**src/rtl/cind_pkg.sv**
```systemverilog
package cind_pkg;
  typedef enum logic [1:0] {
    CYC_OTHER = 2'd0,
    CYC_READ  = 2'd1,
    CYC_BWB   = 2'd2,
    CYC_CPB   = 2'd3
  } cyc_e;
endpackage

```
**src/rtl/cind_rst_sync.sv**
```systemverilog
module cind_rst_sync #(
  parameter int STAGES = 2
) (
  input  logic clk,
  input  logic rst_n,
  output logic rst_n_sync_o
);
  logic [STAGES-1:0] sync_q;

  always_ff @(posedge clk or negedge rst_n) begin
    if (!rst_n) sync_q <= '0;
    else        sync_q <= {sync_q[STAGES-2:0], 1'b1};
  end

  assign rst_n_sync_o = sync_q[STAGES-1];
endmodule

```
**src/rtl/cind_qual.sv**
```systemverilog
module cind_qual
  import cind_pkg::*;
(
  input  logic wb_mode_i,
  input  cyc_e cyc_i,
  input  logic cacheable_i,
  output logic qual_o,
  output logic is_read_o
);
  always_comb begin
    is_read_o = (cyc_i == CYC_READ);
    unique case (cyc_i)
      CYC_READ: qual_o = wb_mode_i & cacheable_i;
      CYC_BWB,
      CYC_CPB:  qual_o = wb_mode_i;
      default:  qual_o = 1'b0;
    endcase
  end
endmodule

```
**src/rtl/cind_track.sv**
```systemverilog
module cind_track (
  input  logic clk,
  input  logic rst_n,
  input  logic float_i,
  input  logic strobe_i,
  input  logic done_i,
  input  logic qual_i,
  input  logic is_read_i,
  output logic asserted_o,
  output logic read_o
);
  logic act_q, act_d;
  logic rd_q, rd_d;

  always_comb begin
    act_d      = act_q;
    rd_d       = rd_q;
    asserted_o = 1'b0;
    read_o     = rd_q;
    if (!float_i) begin
      if (strobe_i) begin
        asserted_o = qual_i;
        read_o     = is_read_i;
        act_d      = qual_i;
        rd_d       = is_read_i;
      end else begin
        asserted_o = act_q;
        if (done_i) act_d = 1'b0;
      end
    end
  end

  always_ff @(posedge clk or negedge rst_n) begin
    if (!rst_n) begin
      act_q <= 1'b0;
      rd_q  <= 1'b0;
    end else begin
      act_q <= act_d;
      rd_q  <= rd_d;
    end
  end
endmodule

```
**src/rtl/cache_ind_ctrl.sv**
```systemverilog
module cache_ind_ctrl
  import cind_pkg::*;
#(
  parameter int SYNC_STAGES = 2
) (
  input  logic       clk,
  input  logic       rst_n,
  input  logic       wb_mode_i,
  input  logic [1:0] cyc_type_i,
  input  logic       cacheable_i,
  input  logic       addr_strobe_i,
  input  logic       rdy_i,
  input  logic       brdy_i,
  input  logic       backoff_i,
  input  logic       hold_i,
  input  logic       cen_i,
  output logic       cind_n_o,
  output logic       cind_oe_o,
  output logic       fill_ok_o
);
  logic rst_n_sync;
  logic drive, qual, is_read, asserted, cyc_read, done;

  cind_rst_sync #(.STAGES(SYNC_STAGES)) u_rst_sync (
    .clk          (clk),
    .rst_n        (rst_n),
    .rst_n_sync_o (rst_n_sync)
  );

  cind_qual u_qual (
    .wb_mode_i   (wb_mode_i),
    .cyc_i       (cyc_e'(cyc_type_i)),
    .cacheable_i (cacheable_i),
    .qual_o      (qual),
    .is_read_o   (is_read)
  );

  assign drive = rst_n_sync & wb_mode_i & ~(backoff_i | hold_i);
  assign done  = rdy_i | brdy_i;

  cind_track u_track (
    .clk        (clk),
    .rst_n      (rst_n_sync),
    .float_i    (~drive),
    .strobe_i   (addr_strobe_i),
    .done_i     (done),
    .qual_i     (qual),
    .is_read_i  (is_read),
    .asserted_o (asserted),
    .read_o     (cyc_read)
  );

  assign cind_oe_o = drive;
  assign cind_n_o  = ~asserted;
  assign fill_ok_o = asserted & cyc_read & cen_i & done;
endmodule

```
**config.mk**
```make
export PLATFORM = sky130hd
export DESIGN_NAME = cache_ind_ctrl
export DESIGN_NICKNAME = d
export VERILOG_FILES = /design/src/rtl/cind_pkg.sv /design/src/rtl/cind_rst_sync.sv /design/src/rtl/cind_qual.sv /design/src/rtl/cind_track.sv /design/src/rtl/cache_ind_ctrl.sv
export SDC_FILE = /design/constraint.sdc
export NUM_CORES = 1
export LEC_CHECK = 0
export ABC_AREA = 1
export CORE_AREA = 2 2 39 41
export DETAILED_ROUTE_END_ITERATION = 16
export DIE_AREA = 0 0 41 43
export GPL_ROUTABILITY_DRIVEN = 0
export PLACE_DENSITY = 0.49
export SYNTH_ARGS = -nofsm -noshare
export SYNTH_HDL_FRONTEND = slang
export SYNTH_SLANG_ARGS = --single-unit
```
**constraint.sdc**
```tcl
create_clock -name clk -period 1.2 [get_ports clk]
set_input_delay 0.24 -clock clk [delete_from_list [all_inputs] [get_ports clk]]
set_output_delay 0.24 -clock clk [all_outputs]
set_load 0.02 [all_outputs]
```
==> results of run 1 <==
==> routing by layer <==
| metal | vias to the layer above | part of all wire [%] | track usage [%] |
|---|---|---|---|
| met5 | - | 0 | 0 |
| met4 | 0 | 0 | 8.00 |
| met3 | 0 | 5.1 | 1.57 |
| met2 | 5 | 56 | 13.4 |
| met1 | 125 | 38 | 11.1 |
| li1 | 158 | - | - |
==> stage by stage <==
stage / instances / setup slack (ns) / TNS (ns)
finish: 78 / -0.214 / -0.457
global route: 78 / -0.285 / -0.680
CTS: 78 / -0.239 / -0.541
detailed placement: 74 / -0.831 / -2.69
global placement: 74 / -0.821 / -2.65
floorplan: 37 / 0.0326 / 0
==> worst max-delay path by stage <==
stage / to / depth (start not counted) / slack (ns) / startpoint
global route: fill_ok_o / 8 / -0.28 / u_rst_sync.sync_q[1]
CTS: fill_ok_o / 7 / -0.24 / u_rst_sync.sync_q[1]
global placement: fill_ok_o / 8 / -0.82 / wb_mode_i
detailed placement: fill_ok_o / 8 / -0.83 / wb_mode_i
finish: fill_ok_o / 6 / -0.21 / rdy_i
floorplan: fill_ok_o / 7 / 0.03 / u_rst_sync.sync_q[1]
==> sequential cells by signal, summed over array words and instances (netlist names) <==
signal             cells
u_track.act_q          1
u_track.rd_q           1
u_rst_sync.sync_q      2
==> layout make-up <==
cell class / count / share of cell area (%)
Clock buffer: 3 / 4.36
Inverter: 7 / 5.08
Multi-Input combinational cell: 26 / 28.8
Sequential cell: 4 / 19.4
Tap cell: 16 / 3.87
Timing Repair Buffer: 22 / 38.5
==> kinds of logic after synthesis <==
group | count (synthesis) | share of synthesized area [%]
simple gates | 24 | 44.5
buf+inv | 7 | 10.5
flops | 4 | 40.0
compound gates | 1 | 3.50
other cells | 1 | 1.50
==> worst register-to-register path, cell delays in order (launching register included) <==
cell     delay (ns)
dfrtp_1        0.37
nand2_1        0.06
inv_1          0.04
nand2_2        0.08
inv_2          0.05
buf_6          0.11
buf_4          0.12
nand2_2        0.06
nand2_1        0.06
o21ai_2        0.07
==> power groups by stage <==
stage | Clock, mW | Sequential, mW | Combinational (mW)
final | 0.161 | 0.157 | 0.130
after global routing | 0.187 | 0.157 | 0.148
after CTS | 0.172 | 0.157 | 0.128
after detailed placement | 0 | 0.158 | 0.128
after global placement | 0 | 0.157 | 0.127
after floorplan | 0 | 0.157 | 0.0537
==> placed cells by master (no fill, tap or decap), types with 2 or more instances in the layout <==
cell type	count
dlygate4sd2_1	7
dfrtp_1	4
buf_4	7
buf_6	4
nor2_2	3
nand2_2	7
clkdlybuf4s50_1	4
nand2_1	11
inv_2	2
clkbuf_4	3
inv_1	4
==> what timing repair did <==
item,CTS,global route
pin swaps,11,3
buffers inserted,1,0
endpoints found under the setup margin,4,3
cloned,0,0
resized for setup,30,1
==> flow_metrics.tcl, run 1 <==
set metrics [dict create \
    vias_per_cell 3.69 \
    rsz0062_at_grt "yes" \
    worstPathCellList "clkdlybuf4s50_1 > nor2_2 > nor2_2 > nand3_2 > nor2_4 > buf_6" \
    yosysWarnings 0 \
    violations "setup timing" \
    hpwl_um 491 \
    status "finished with violations" \
    power.internal_mw 0.333 \
    cts.clk_slew.worst_paths_ns 0.04 \
    crit_arrival_ns 1.17 \
    drt_iter0_drc 2 \
    synth-edff-count 0 \
    start_util_pct 18.1 \
    n_antenna_cell 0 \
    synth_top_area_share_pct 40.0 \
    post-route-period-util_pct 118 \
    vias 288 \
    yosys.area.top_type "dfrtp_1" \
    cts_hold_buf 0 \
    mappedNetlistNets 49 \
    slowest_stage "clkdlybuf4s50_1" \
    p_comb_share_pct 29.1 \
    yosysMostFrequentCell "nand2_1" \
    postPlaceCellArea_um2 470 \
    coreArea_um2 1380 \
    fp.dieW_um 41 \
    ir_drop_mv 0.449 \
    postLayoutCellArea_um2 517 \
    multi_input_area_um2 149 \
    fin_worst_skew_ns 0.000215 \
    crit_path_start_kind "input port" \
    clock_sinks 4 \
    synth_seq_area_share_pct 40.0 \
    drtAntennaViolNets 0 \
    finish.utilization_pct 37.3 \
    leakagePower_nw 0.270 \
    required_ns 0.96 \
    r2r-start "u_rst_sync.sync_q[1]" \
    critical_path_peak_fanout 2 \
    cpLargestDelayFamily "buffers and inverters" \
    async_reset_ff_share_pct 100 \
    grt_pass1_vias 272 \
    overflow 0 \
    synth_area_leaders "dfrtp_1 40%, nand2_1 19%, nand2_2 15%, inv_1 6.0%, nor2_2 5.0%" \
    syn_inst 37 \
    ff2ff_path_depth 9 \
    rrSetupSlack_ns 0.10 \
    synth-main-ff-cell "dfrtp_1" \
    report.final.setup_viol 3 \
    track_usage_pct 9.28 \
    timing.hold.ws_ns 0.139 \
    p_per_area_nw_per_um2 866 \
    clock-root-buffer "clkbuf_4" \
    slowest_delay_ns 0.47 \
    grt_max_degree 4 \
    fill_cells 161 \
    fmax_mhz 707 \
    period_needed_ns 1.41 \
    drive_gt1_share_pct 48.4 \
    synth_area_per_cell_um2 6.76 \
    total_power_mw 0.448 \
    worst_setup_path_end_kind "primary output" \
    tritoncts "done" \
    avgRoutedWirePerCell_um 7.10 \
    htreeDepth 1 \
    crit_buf_inv 2 \
    seqCellArea_um2 100 \
    synth_cell_types 11 \
    ios 15 \
    drv_cap 0 \
    p_sw_mw 0.115 \
    die_h_um 43 \
    swShare_pct 25.6 \
    drv_slew 0 \
    row_count 14 \
    cts_buffers 3 \
    crit_top_cell "nor2_2" \
    ys_ff_latch 4 \
    min_path_type "reg -> async" \
    final-hold-violation-count 0 \
    drt_first_pass_iters 2 \
    pwr-share-clk_pct 35.9 \
    worst_slack_ns -0.214 \
    wl_um 554 \
    clk_path_buf_depth 2 \
    drc 0 \
    fin_nets 76 \
    insertion_delay_ns 0.23 \
    grt_pass1_wl_mm 1.06 \
    seqPwrFrac_pct 35.0 \
    timing.rr.end "u_track.act_q" \
    area_growth_pct 107 \
    grt_antenna_before_repair 0 \
    synth.cell_area_um2 250 \
    io_buffers 14 \
    dieArea_um2 1760 \
    critical_path_class "in -> out" \
    synth_common_cells "13 x nand2_1, 6 x nand2_2, 4 x dfrtp_1, 4 x inv_1" \
]
Note: power is estimated with default switching activity, not from simulation.
==> run 2: changes to the inputs <==
==> constraint.sdc (replaced) <==
create_clock -name clk -period 1.2 [get_ports clk]
set_input_delay 0.18 -clock clk [delete_from_list [all_inputs] [get_ports clk]]
set_output_delay 0.18 -clock clk [all_outputs]
set_load 0.02 [all_outputs]
==> flow_metrics.tcl, run 2 (same netlist as run 1, synthesis figures left out) <==
set metrics [dict create \
    drv_cap 0 \
    final_common_cell "nand2_1" \
    fin_worst_skew_ns 0.00141 \
    die_h_um 43 \
    leakagePower_nw 0.290 \
    largest_reg_flops 2 \
    grt_pass1_wl_mm 1.01 \
    hpwl_um 449 \
    grt_pass1_vias 318 \
    dieArea_um2 1760 \
    critical_path_peak_fanout 3 \
    max_flop_register "u_rst_sync.sync_q" \
    cts_buffers 3 \
    fp.dieW_um 41 \
    report.final.setup_viol 3 \
    clk_path_buf_depth 2 \
    final-hold-violation-count 0 \
    fmax_mhz 744 \
    worst_setup_path_end_kind "primary output" \
    clock-root-buffer "clkbuf_4" \
    vias 287 \
    drc 0 \
    tns_ns -0.271 \
    n_antenna_cell 0 \
    crit_path_start_kind "flip-flop" \
    post-route-period-util_pct 112 \
    track_usage_pct 8.46 \
    p_per_area_nw_per_um2 845 \
    violations "setup timing" \
    crit_arrival_ns 1.16 \
    avgRoutedWirePerCell_um 7.14 \
    grt_max_degree 4 \
    drt_first_pass_iters 1 \
    crit_top_cell "nor2_2" \
    cpLargestDelayFamily "simple AND/OR/NAND/NOR gates" \
    status "finished with violations" \
    coreArea_um2 1380 \
    start_util_pct 18.1 \
    required_ns 1.02 \
    min_path_type "in -> async" \
    drv_slew 0 \
    vias_per_cell 3.59 \
    finish.utilization_pct 38.3 \
    slowest_delay_ns 0.34 \
    insertion_delay_ns 0.23 \
    clock_sinks 4 \
    crit_buf_inv 2 \
    drt_iter0_drc 0 \
    area_growth_pct 112 \
    row_count 14 \
    htreeDepth 1 \
    cts.clk_slew.worst_paths_ns 0.04 \
    tritoncts "done" \
    ios 15 \
    fin_nets 78 \
    io_buffers 14 \
    final_cell_mix "11 x nand2_1, 8 x buf_4, 7 x nand2_2, 7 x dlygate4sd2_1, 5 x buf_6" \
    worstPathCellList "nand2_1 > inv_1 > nand2_2 > nor2_2 > nand3_2 > nor2_2 > buf_6" \
    wl_um 571 \
    critical_path_class "reg -> out" \
    drtAntennaViolNets 0 \
    slowest_stage "dfrtp_1" \
    worst_slack_ns -0.144 \
    ir_drop_mv 0.406 \
    grt_antenna_before_repair 0 \
    reg_top3 "u_rst_sync.sync_q x2, u_track.act_q x1, u_track.rd_q x1" \
    overflow 0 \
    period_needed_ns 1.34 \
    rsz0062_at_grt "yes" \
    cts_hold_buf 0 \
    drive_gt1_share_pct 50.0 \
    timing.hold.ws_ns 0.110 \
]
==> run 2: changes by cell type in the layout (fill, tap and decap cells not counted) <==
cell	change
nor2_4	-1
nor2_2	+1
buf_6	+1
buf_4	+1
==> run 2: path summary, 6_finish.rpt <==
path	start	endpoint	slack [ns]	cells past startpoint
max	u_rst_sync.sync_q[1]	fill_ok_o	-0.14	7
max in group asynchronous	u_rst_sync.sync_q[1]	u_track.rd_q	0.79	3
min	rst_n	u_rst_sync.sync_q[0]	0.11	1
min in group clk	u_rst_sync.sync_q[0]	u_rst_sync.sync_q[1]	0.35	0
min reg2reg	u_rst_sync.sync_q[1]	u_track.act_q	0.32	3
max reg2reg	u_rst_sync.sync_q[1]	u_track.act_q	0.10	9
==> run 2: through the flow <==
step	std cells	cell area [um2]	total power, mW	setup slack (ns)
final	80	531	0.448	-0.144
after global routing	80	531	0.477	-0.234
after CTS	79	518	0.456	-0.173
after detailed placement	73	458	0.279	-0.683
after global placement	73	458	0.278	-0.680
after floorplan	37	253	0.208	0.0496
==> run 2: repair_timing <==
action	CTS	global route
gates resized for setup	31	1
setup buffers	3	1
setup endpoints to repair	3	3
hold endpoints to repair	0	0
pin swaps	11	1
gates cloned	0	0
==> run 2: area by class of cell <==
type / instances / area, um2
inverters: 7 / 26.3
clock buffers: 3 / 22.5
fillers: 152 / 853
well taps: 16 / 20.0
flip-flops and latches: 4 / 100
multi-input cells: 26 / 144
repair buffers: 24 / 218
==> run 2: power breakdown <==
group / switching (mW) / total (mW) / internal (mW) / leakage (nW)
registers: 0.00516 / 0.155 / 0.150 / 0.0473
clock network: 0.0533 / 0.165 / 0.112 / 0.0138
logic: 0.0554 / 0.128 / 0.0725 / 0.229
==> run 2: worst reg2reg max path, delay by kind of cell (launching register included) <==
family	cells	cell delay (ns)
flip-flops	1	0.37
buffers and inverters	4	0.34
AND/OR/NAND/NOR	4	0.26
AO/OA/AOI/OAI	1	0.06
==> run 2: per-layer routing <==
layer	part of all wire (%)	global-route usage, %	wire length [um]
met5	0	0	0
met3	3.7	1.57	21
met4	0	6.00	0
met2	58	15.0	330
met1	38	7.79	219
